[src/rtl/rsp_exit_pkg.sv]
package rsp_exit_pkg;
  typedef enum logic [1:0] {ST_IDLE, ST_WAIT, ST_SHUT} rsp_state_e;
  localparam int MD_RESTART = 0;
  localparam int MD_HALT    = 1;
  localparam int MD_FALL    = 2;
  localparam int MD_STRING  = 3;
  localparam int MD_SLEEP   = 4;
  localparam int NUM_MODES  = 5;
endpackage

[src/rtl/rsp_mode_decode.sv]
module rsp_mode_decode #(
  parameter int PRIOR_W = 3,
  parameter int MODES   = 5
) (
  input  logic [PRIOR_W-1:0] prior_i,
  output logic [MODES-1:0]   mode_o
);
  logic [MODES-1:0] hit;
  assign hit[0] = 1'b0;
  for (genvar g = 1; g < MODES; g++) begin : g_hit
    assign hit[g] = (prior_i == PRIOR_W'(g));
  end
  always_comb begin
    mode_o    = hit;
    mode_o[0] = ~|hit;
  end
endmodule

[src/rtl/rsp_mode_hold.sv]
module rsp_mode_hold #(
  parameter int MODES = 5
) (
  input  logic             clk,
  input  logic             rst,
  input  logic             set_i,
  input  logic [MODES-1:0] val_i,
  input  logic             clr_i,
  output logic [MODES-1:0] mode_o
);
  always_ff @(posedge clk) begin
    if (rst)        mode_o <= '0;
    else if (set_i) mode_o <= val_i;
    else if (clr_i) mode_o <= '0;
  end

  p_mode_onehot_r10: assert property (@(posedge clk) disable iff (rst)
    $onehot0(mode_o));
  p_mode_hold_r10: assert property (@(posedge clk) disable iff (rst)
    (!set_i && !clr_i) |=> $stable(mode_o));
  p_mode_clear_r10: assert property (@(posedge clk) disable iff (rst)
    (!set_i && clr_i) |=> (mode_o == '0));
endmodule

[src/rtl/rsp_exit_fsm.sv]
module rsp_exit_fsm
  import rsp_exit_pkg::*;
#(
  parameter int          PRIOR_W   = 3,
  parameter int          PIN_W     = 4,
  parameter int          CODE_W    = 8,
  parameter logic [7:0]  SHUT_CODE = 8'h1D
) (
  input  logic               clk,
  input  logic               rst,
  input  logic               exit_msg_i,
  input  logic               cont_msg_i,
  input  logic               virt_active_i,
  input  logic [PRIOR_W-1:0] prior_i,
  input  logic               sleep_path_i,
  output logic [PRIOR_W-1:0] prior_q_o,
  output logic               finish_o,
  output logic               ack_o,
  output logic               evt_off_o,
  output logic               mon_clr_o,
  output logic               enter_unmask_o,
  output logic               shutdown_o,
  output logic [CODE_W-1:0]  shut_code_o,
  output logic [PIN_W-1:0]   pin_unmask_o,
  output logic               bsp_clr_o,
  output logic               sipi_pend_clr_o,
  output logic               init_req_o,
  output logic               sipi_unmask_o,
  output logic               flags_mod_o
);
  rsp_state_e state;

  assign finish_o = (state == ST_WAIT) && cont_msg_i;

  always_ff @(posedge clk) begin
    if (rst) begin
      state           <= ST_IDLE;
      prior_q_o       <= '0;
      ack_o           <= 1'b0;
      evt_off_o       <= 1'b0;
      mon_clr_o       <= 1'b0;
      enter_unmask_o  <= 1'b0;
      shutdown_o      <= 1'b0;
      shut_code_o     <= '0;
      pin_unmask_o    <= '0;
      bsp_clr_o       <= 1'b0;
      sipi_pend_clr_o <= 1'b0;
      init_req_o      <= 1'b0;
      sipi_unmask_o   <= 1'b0;
      flags_mod_o     <= 1'b0;
    end else begin
      ack_o           <= 1'b0;
      evt_off_o       <= 1'b0;
      mon_clr_o       <= 1'b0;
      enter_unmask_o  <= 1'b0;
      shutdown_o      <= 1'b0;
      pin_unmask_o    <= '0;
      bsp_clr_o       <= 1'b0;
      sipi_pend_clr_o <= 1'b0;
      init_req_o      <= 1'b0;
      sipi_unmask_o   <= 1'b0;
      flags_mod_o     <= 1'b0;
      case (state)
        ST_IDLE: if (exit_msg_i) begin
          prior_q_o <= prior_i;
          if (virt_active_i) begin
            shutdown_o  <= 1'b1;
            shut_code_o <= CODE_W'(SHUT_CODE);
            state       <= ST_SHUT;
          end else begin
            ack_o          <= 1'b1;
            evt_off_o      <= 1'b1;
            mon_clr_o      <= 1'b1;
            enter_unmask_o <= 1'b1;
            state          <= ST_WAIT;
          end
        end
        ST_WAIT: if (cont_msg_i) begin
          pin_unmask_o <= '1;
          if (sleep_path_i) begin
            bsp_clr_o       <= 1'b1;
            sipi_pend_clr_o <= 1'b1;
            init_req_o      <= 1'b1;
            sipi_unmask_o   <= 1'b1;
            flags_mod_o     <= 1'b1;
          end
          state <= ST_IDLE;
        end
        default: state <= ST_SHUT;
      endcase
    end
  end

  p_ack_after_exit_r1: assert property (@(posedge clk) disable iff (rst)
    (state == ST_IDLE && exit_msg_i && !virt_active_i) |=> ack_o);
  p_ack_single_r1: assert property (@(posedge clk) disable iff (rst)
    ack_o |=> !ack_o);
  p_shut_no_ack_r2: assert property (@(posedge clk) disable iff (rst)
    shutdown_o |-> !ack_o);
  p_shut_sticky_r2: assert property (@(posedge clk) disable iff (rst)
    (state == ST_SHUT) |=> (state == ST_SHUT && pin_unmask_o == '0 && !ack_o));
  p_unmask_after_cont_r3: assert property (@(posedge clk) disable iff (rst)
    (pin_unmask_o != '0) |-> $past(cont_msg_i));
  p_no_rearm_r11: assert property (@(posedge clk) disable iff (rst)
    (state == ST_WAIT && !cont_msg_i) |=> (!ack_o && pin_unmask_o == '0));
endmodule

[src/rtl/rsp_exit_resume.sv]
module rsp_exit_resume
  import rsp_exit_pkg::*;
#(
  parameter int         PRIOR_W   = 3,
  parameter int         PIN_W     = 4,
  parameter int         CODE_W    = 8,
  parameter logic [7:0] SHUT_CODE = 8'h1D
) (
  input  logic               clk,
  input  logic               rst,
  input  logic               exit_msg_i,
  input  logic               cont_msg_i,
  input  logic               virt_active_i,
  input  logic [PRIOR_W-1:0] prior_i,
  input  logic               mode_clr_i,
  output logic               ack_o,
  output logic               evt_off_o,
  output logic               mon_clr_o,
  output logic               enter_unmask_o,
  output logic               shutdown_o,
  output logic [CODE_W-1:0]  shut_code_o,
  output logic [PIN_W-1:0]   pin_unmask_o,
  output logic               bsp_clr_o,
  output logic               sipi_pend_clr_o,
  output logic               init_req_o,
  output logic               sipi_unmask_o,
  output logic               flags_mod_o,
  output logic [NUM_MODES-1:0] resume_mode_o
);
  logic [PRIOR_W-1:0]   prior_q;
  logic [NUM_MODES-1:0] mode_dec;
  logic                 finish;

  rsp_mode_decode #(.PRIOR_W(PRIOR_W), .MODES(NUM_MODES)) u_dec (
    .prior_i (prior_q),
    .mode_o  (mode_dec)
  );

  rsp_exit_fsm #(.PRIOR_W(PRIOR_W), .PIN_W(PIN_W), .CODE_W(CODE_W),
                 .SHUT_CODE(SHUT_CODE)) u_fsm (
    .clk             (clk),
    .rst             (rst),
    .exit_msg_i      (exit_msg_i),
    .cont_msg_i      (cont_msg_i),
    .virt_active_i   (virt_active_i),
    .prior_i         (prior_i),
    .sleep_path_i    (mode_dec[MD_SLEEP]),
    .prior_q_o       (prior_q),
    .finish_o        (finish),
    .ack_o           (ack_o),
    .evt_off_o       (evt_off_o),
    .mon_clr_o       (mon_clr_o),
    .enter_unmask_o  (enter_unmask_o),
    .shutdown_o      (shutdown_o),
    .shut_code_o     (shut_code_o),
    .pin_unmask_o    (pin_unmask_o),
    .bsp_clr_o       (bsp_clr_o),
    .sipi_pend_clr_o (sipi_pend_clr_o),
    .init_req_o      (init_req_o),
    .sipi_unmask_o   (sipi_unmask_o),
    .flags_mod_o     (flags_mod_o)
  );

  rsp_mode_hold #(.MODES(NUM_MODES)) u_hold (
    .clk    (clk),
    .rst    (rst),
    .set_i  (finish),
    .val_i  (mode_dec),
    .clr_i  (mode_clr_i),
    .mode_o (resume_mode_o)
  );

  p_sleep_bundle_r8: assert property (@(posedge clk) disable iff (rst)
    bsp_clr_o |-> (sipi_pend_clr_o && init_req_o && sipi_unmask_o &&
                   resume_mode_o[MD_SLEEP] && pin_unmask_o != '0));
  p_flags_sleep_only_r9: assert property (@(posedge clk) disable iff (rst)
    flags_mod_o |-> (resume_mode_o[MD_SLEEP] && pin_unmask_o != '0));
  p_mode_with_unmask_r4: assert property (@(posedge clk) disable iff (rst)
    (pin_unmask_o != '0) |-> $onehot(resume_mode_o));
endmodule

[config.mk]
export PLATFORM = sky130hd
export DESIGN_NAME = rsp_exit_resume
export DESIGN_NICKNAME = d
export VERILOG_FILES = /design/src/rtl/rsp_exit_pkg.sv /design/src/rtl/rsp_mode_decode.sv /design/src/rtl/rsp_mode_hold.sv /design/src/rtl/rsp_exit_fsm.sv /design/src/rtl/rsp_exit_resume.sv
export SDC_FILE = /design/constraint.sdc
export NUM_CORES = 1
export LEC_CHECK = 0
export BUFFER_PORTS_ARGS = -buffer_cell sky130_fd_sc_hd__buf_4
export CAP_MARGIN = 40
export CORE_MARGIN = 10
export CORE_UTILIZATION = 40
export CTS_CLUSTER_SIZE = 25
export DETAILED_ROUTE_END_ITERATION = 8
export HOLD_SLACK_MARGIN = 0.15
export PLACE_DENSITY = 0.72
export SYNTH_ARGS = -nofsm -noshare
export SYNTH_HDL_FRONTEND = slang
export SYNTH_SLANG_ARGS = --single-unit
[constraint.sdc]
create_clock -name clk -period 1.75 [get_ports clk]
set_clock_uncertainty 0.1 [all_clocks]
set_input_delay 0.35 -clock clk [delete_from_list [all_inputs] [get_ports clk]]
set_output_delay 0.35 -clock clk [all_outputs]
set_load 0.005 [all_outputs]
==> impl_metrics.csv <==
group,metric,value,unit
timing,hold_viol_final,0,
routing,vias,527,
placement,pre_cts_ws,390.8,ps
status,status,"finished, final reports clean",
final_layout,mostFrequentLayoutCell,"buf_4",
global_routing,track_usage,7.862,%
timing,grt_setup_unrepaired,"no",
routing,route.detailed.drc,0,
power,vdd_drop_max,0.3938,mV
placement,io_buffers,31,
hold_path,whs_path_depth,2,
placement,place_hpwl,1215,um
timing,finalWorstSetupSlack,388.6,ps
placement,post_dp_cell_area,819.5,um^2
cts,clk-insertion-delay-late,280,ps
job,maxCapViolCount,0,
die,fp-row-count,14,
cts,clkTransAtPathRegs,90,ps
hold_path,hold_path_class,"input port to flop",
critical_path,cp_max_fo,6,
yosys,synthCells,73,
global_routing,grt_max_degree,15,
final_layout,fin_nets,103,
timing,setup_viol,0,
yosys,ys_top_cells_by_area,"dfxtp_1 44%, buf_4 19%, nor2_1 4.9%",
routing,wl_per_cell,13.51,um
placement,globalplace.congestion,0.7085,
timing,finalCritPeriodShare,77.79,%
final_layout,final_cell_mix,"31 x buf_4, 15 x dfxtp_1, 9 x nor2_1",
die,dieArea,3775,um^2
yosys,synth_seq_area_share,43.72,%
timing,tns,0,ps
yosys,syn_avg_cell_area,9.410,um^2
final_layout,fin_area,847.1,um^2
timing,maxSlewViolCount,0,
yosys,synth_cell_types,22,
final_layout,num_antenna_cells,0,
global_routing,grt_pass1_wl,2283,um
cts,cts.repair.resized,0,
routing,drt_pass1_iterations,4,
routing,wl,1473,um
routing,vias_per_cell,4.835,
hold_path,min_from,"virt_active_i",
global_routing,antenna_found_initial,0,
final_layout,syn_to_final_growth,23.32,%
die,die_x,61.44,um
critical_path,r2r_cells,3,
yosys,yosys.area.top_type,"dfxtp_1",
critical_path,arrival,1480,ps
critical_path,reg2reg_to,"u_hold.mode_o[1]",
die,initial_core_util,44.06,%
global_routing,grt_pass1_vias,479,
critical_path,worst_setup_path_end_kind,"flop",
critical_path,reg2reg_slack,390,ps
yosys,synthesis.area,686.9,um^2
cts,htree_levels,1,
final_layout,drive_gt1_share,40.86,%
timing,max_freq,0.7346,GHz
routing,drt_iter0_markers,12,
die,die_h,61.44,um
global_routing,overflow,0,
die,coreArea,1559,um^2
final_layout,fin_cells,109,
cts,cts_tree,"done",
critical_path,cp-start-kind,"flop",
cts,clock_path_buffers,2,
power,power.density,770.7,nW/um^2
placement,place_inst,105,
critical_path,timing.rr.start,"u_fsm.state[0]",
die,ios,36,
cts,cts-root-buf,"clkbuf_4",
power,power_leakage,0.4156,nW
power,p_total,652.8,uW
hold_path,hold_end,"u_fsm.mon_clr_o",
critical_path,path_class,"flop to flop",
yosys,ys_ff_latch,15,
yosys,synth_warnings,0,
cts,clock-sinks,15,
routing,drtAntennaViolNets,0,
yosys,synth_top_cell_area_share,43.72,%
cts,cts_buffers,3,
cts,post-cts-setup-buffers,0,
timing,fin_crit,1361,ps
cts,postCtsHoldBufs,0,
critical_path,required,1870,ps
[flip-flops by register name, summed over array words and instances (netlist names)]
signal	flops
u_fsm.shut_code_o	1
u_fsm.shutdown_o	1
u_fsm.prior_q_o	3
u_fsm.mon_clr_o	1
u_fsm.state	2
u_fsm.pin_unmask_o	1
u_fsm.bsp_clr_o	1
u_hold.mode_o	5
[metal layers]
metal | GRT usage [%] | routed length (um) | part of all wire (%) | vias to the layer above
met3 | 3.498 | 209 | 14 | 2
met2 | 11.09 | 630 | 43 | 26
met4 | 4.777 | 9 | 0.61 | 0
met5 | 0 | 0 | 0 | -
li1 | - | - | - | 268
met1 | 9.557 | 623 | 42 | 231
[Yosys cell counts]
library cell   n
and3b_2        1
xnor2_1        1
conb_1         1
dfxtp_1       15
a21oi_1        6
and3_1         1
a31oi_1        1
inv_1          2
nand3_1        6
a2bb2oi_1      1
nor2_1         9
buf_4         17
a211oi_1       1
mux2i_1        3
clkbuf_1       1
or4b_1         1
nand4b_1       1
nor3b_2        1
nor3_1         1
and3b_1        1
nand3b_4       1
nor3b_1        1
[worst max-delay path: stages (launching register included)]
cell      delay, ps
dfxtp_1         450
nand3b_4        140
or4b_1          480
a21oi_1         130
[power by group]
part	leakage (nW)	internal (mW)	switching, mW	total, mW
registers	0.122	0.354	0.0151	0.369
logic	0.276	0.0502	0.0399	0.0901
clock network	0.0177	0.0846	0.109	0.193
total	0.416	0.489	0.164	0.653
[kinds of logic (layout without fill, tap and decap cells)]
logic type	Yosys count	after routing	share of synthesized area (%)
and+or+nand+nor	24	24	22.22
buffers and inverters	20	37	20.22
xor gates and xnor gates	1	1	1.275
DFF	15	15	43.72
muxes	3	3	4.372
AOI/OAI and AO/OA	9	9	7.652
other	1	4	0.5459
[per-stage QoR]
step | utilization (%) | hold slack (ps)
2_1_floorplan | - | 322.8
3_3_place_gp | 52.57 | 359.4
3_5_place_dp | 52.57 | 361.1
4_1_cts | 54.33 | 162.3
5_1_grt | 54.33 | 157.6
6_report | 54.33 | 168.6
[final cells by class]
type                    count  area [um^2]
clock buffers               3        22.52
inverters                   2        7.507
clock inverters             1        5.005
well taps                  16        20.02
fillers                   149        711.9
repair buffers             31        232.7
flip-flops and latches     15        300.3
multi-input cells          41        259.0
[worst max-delay path by stage]
stage              startpoint                  to  slack [ps]  cells after the start
5_1_grt        u_fsm.state[0]  u_fsm.prior_q_o[1]         320                      3
3_3_place_gp       cont_msg_i    u_hold.mode_o[1]         410                      4
2_1_floorplan  u_fsm.state[0]    u_hold.mode_o[1]         490                      3
6_report       u_fsm.state[0]    u_hold.mode_o[1]         390                      3
4_1_cts        u_fsm.state[0]    u_hold.mode_o[1]         380                      3
3_5_place_dp       cont_msg_i    u_hold.mode_o[1]         390                      4
Note: power is estimated with default switching activity, not from simulation.
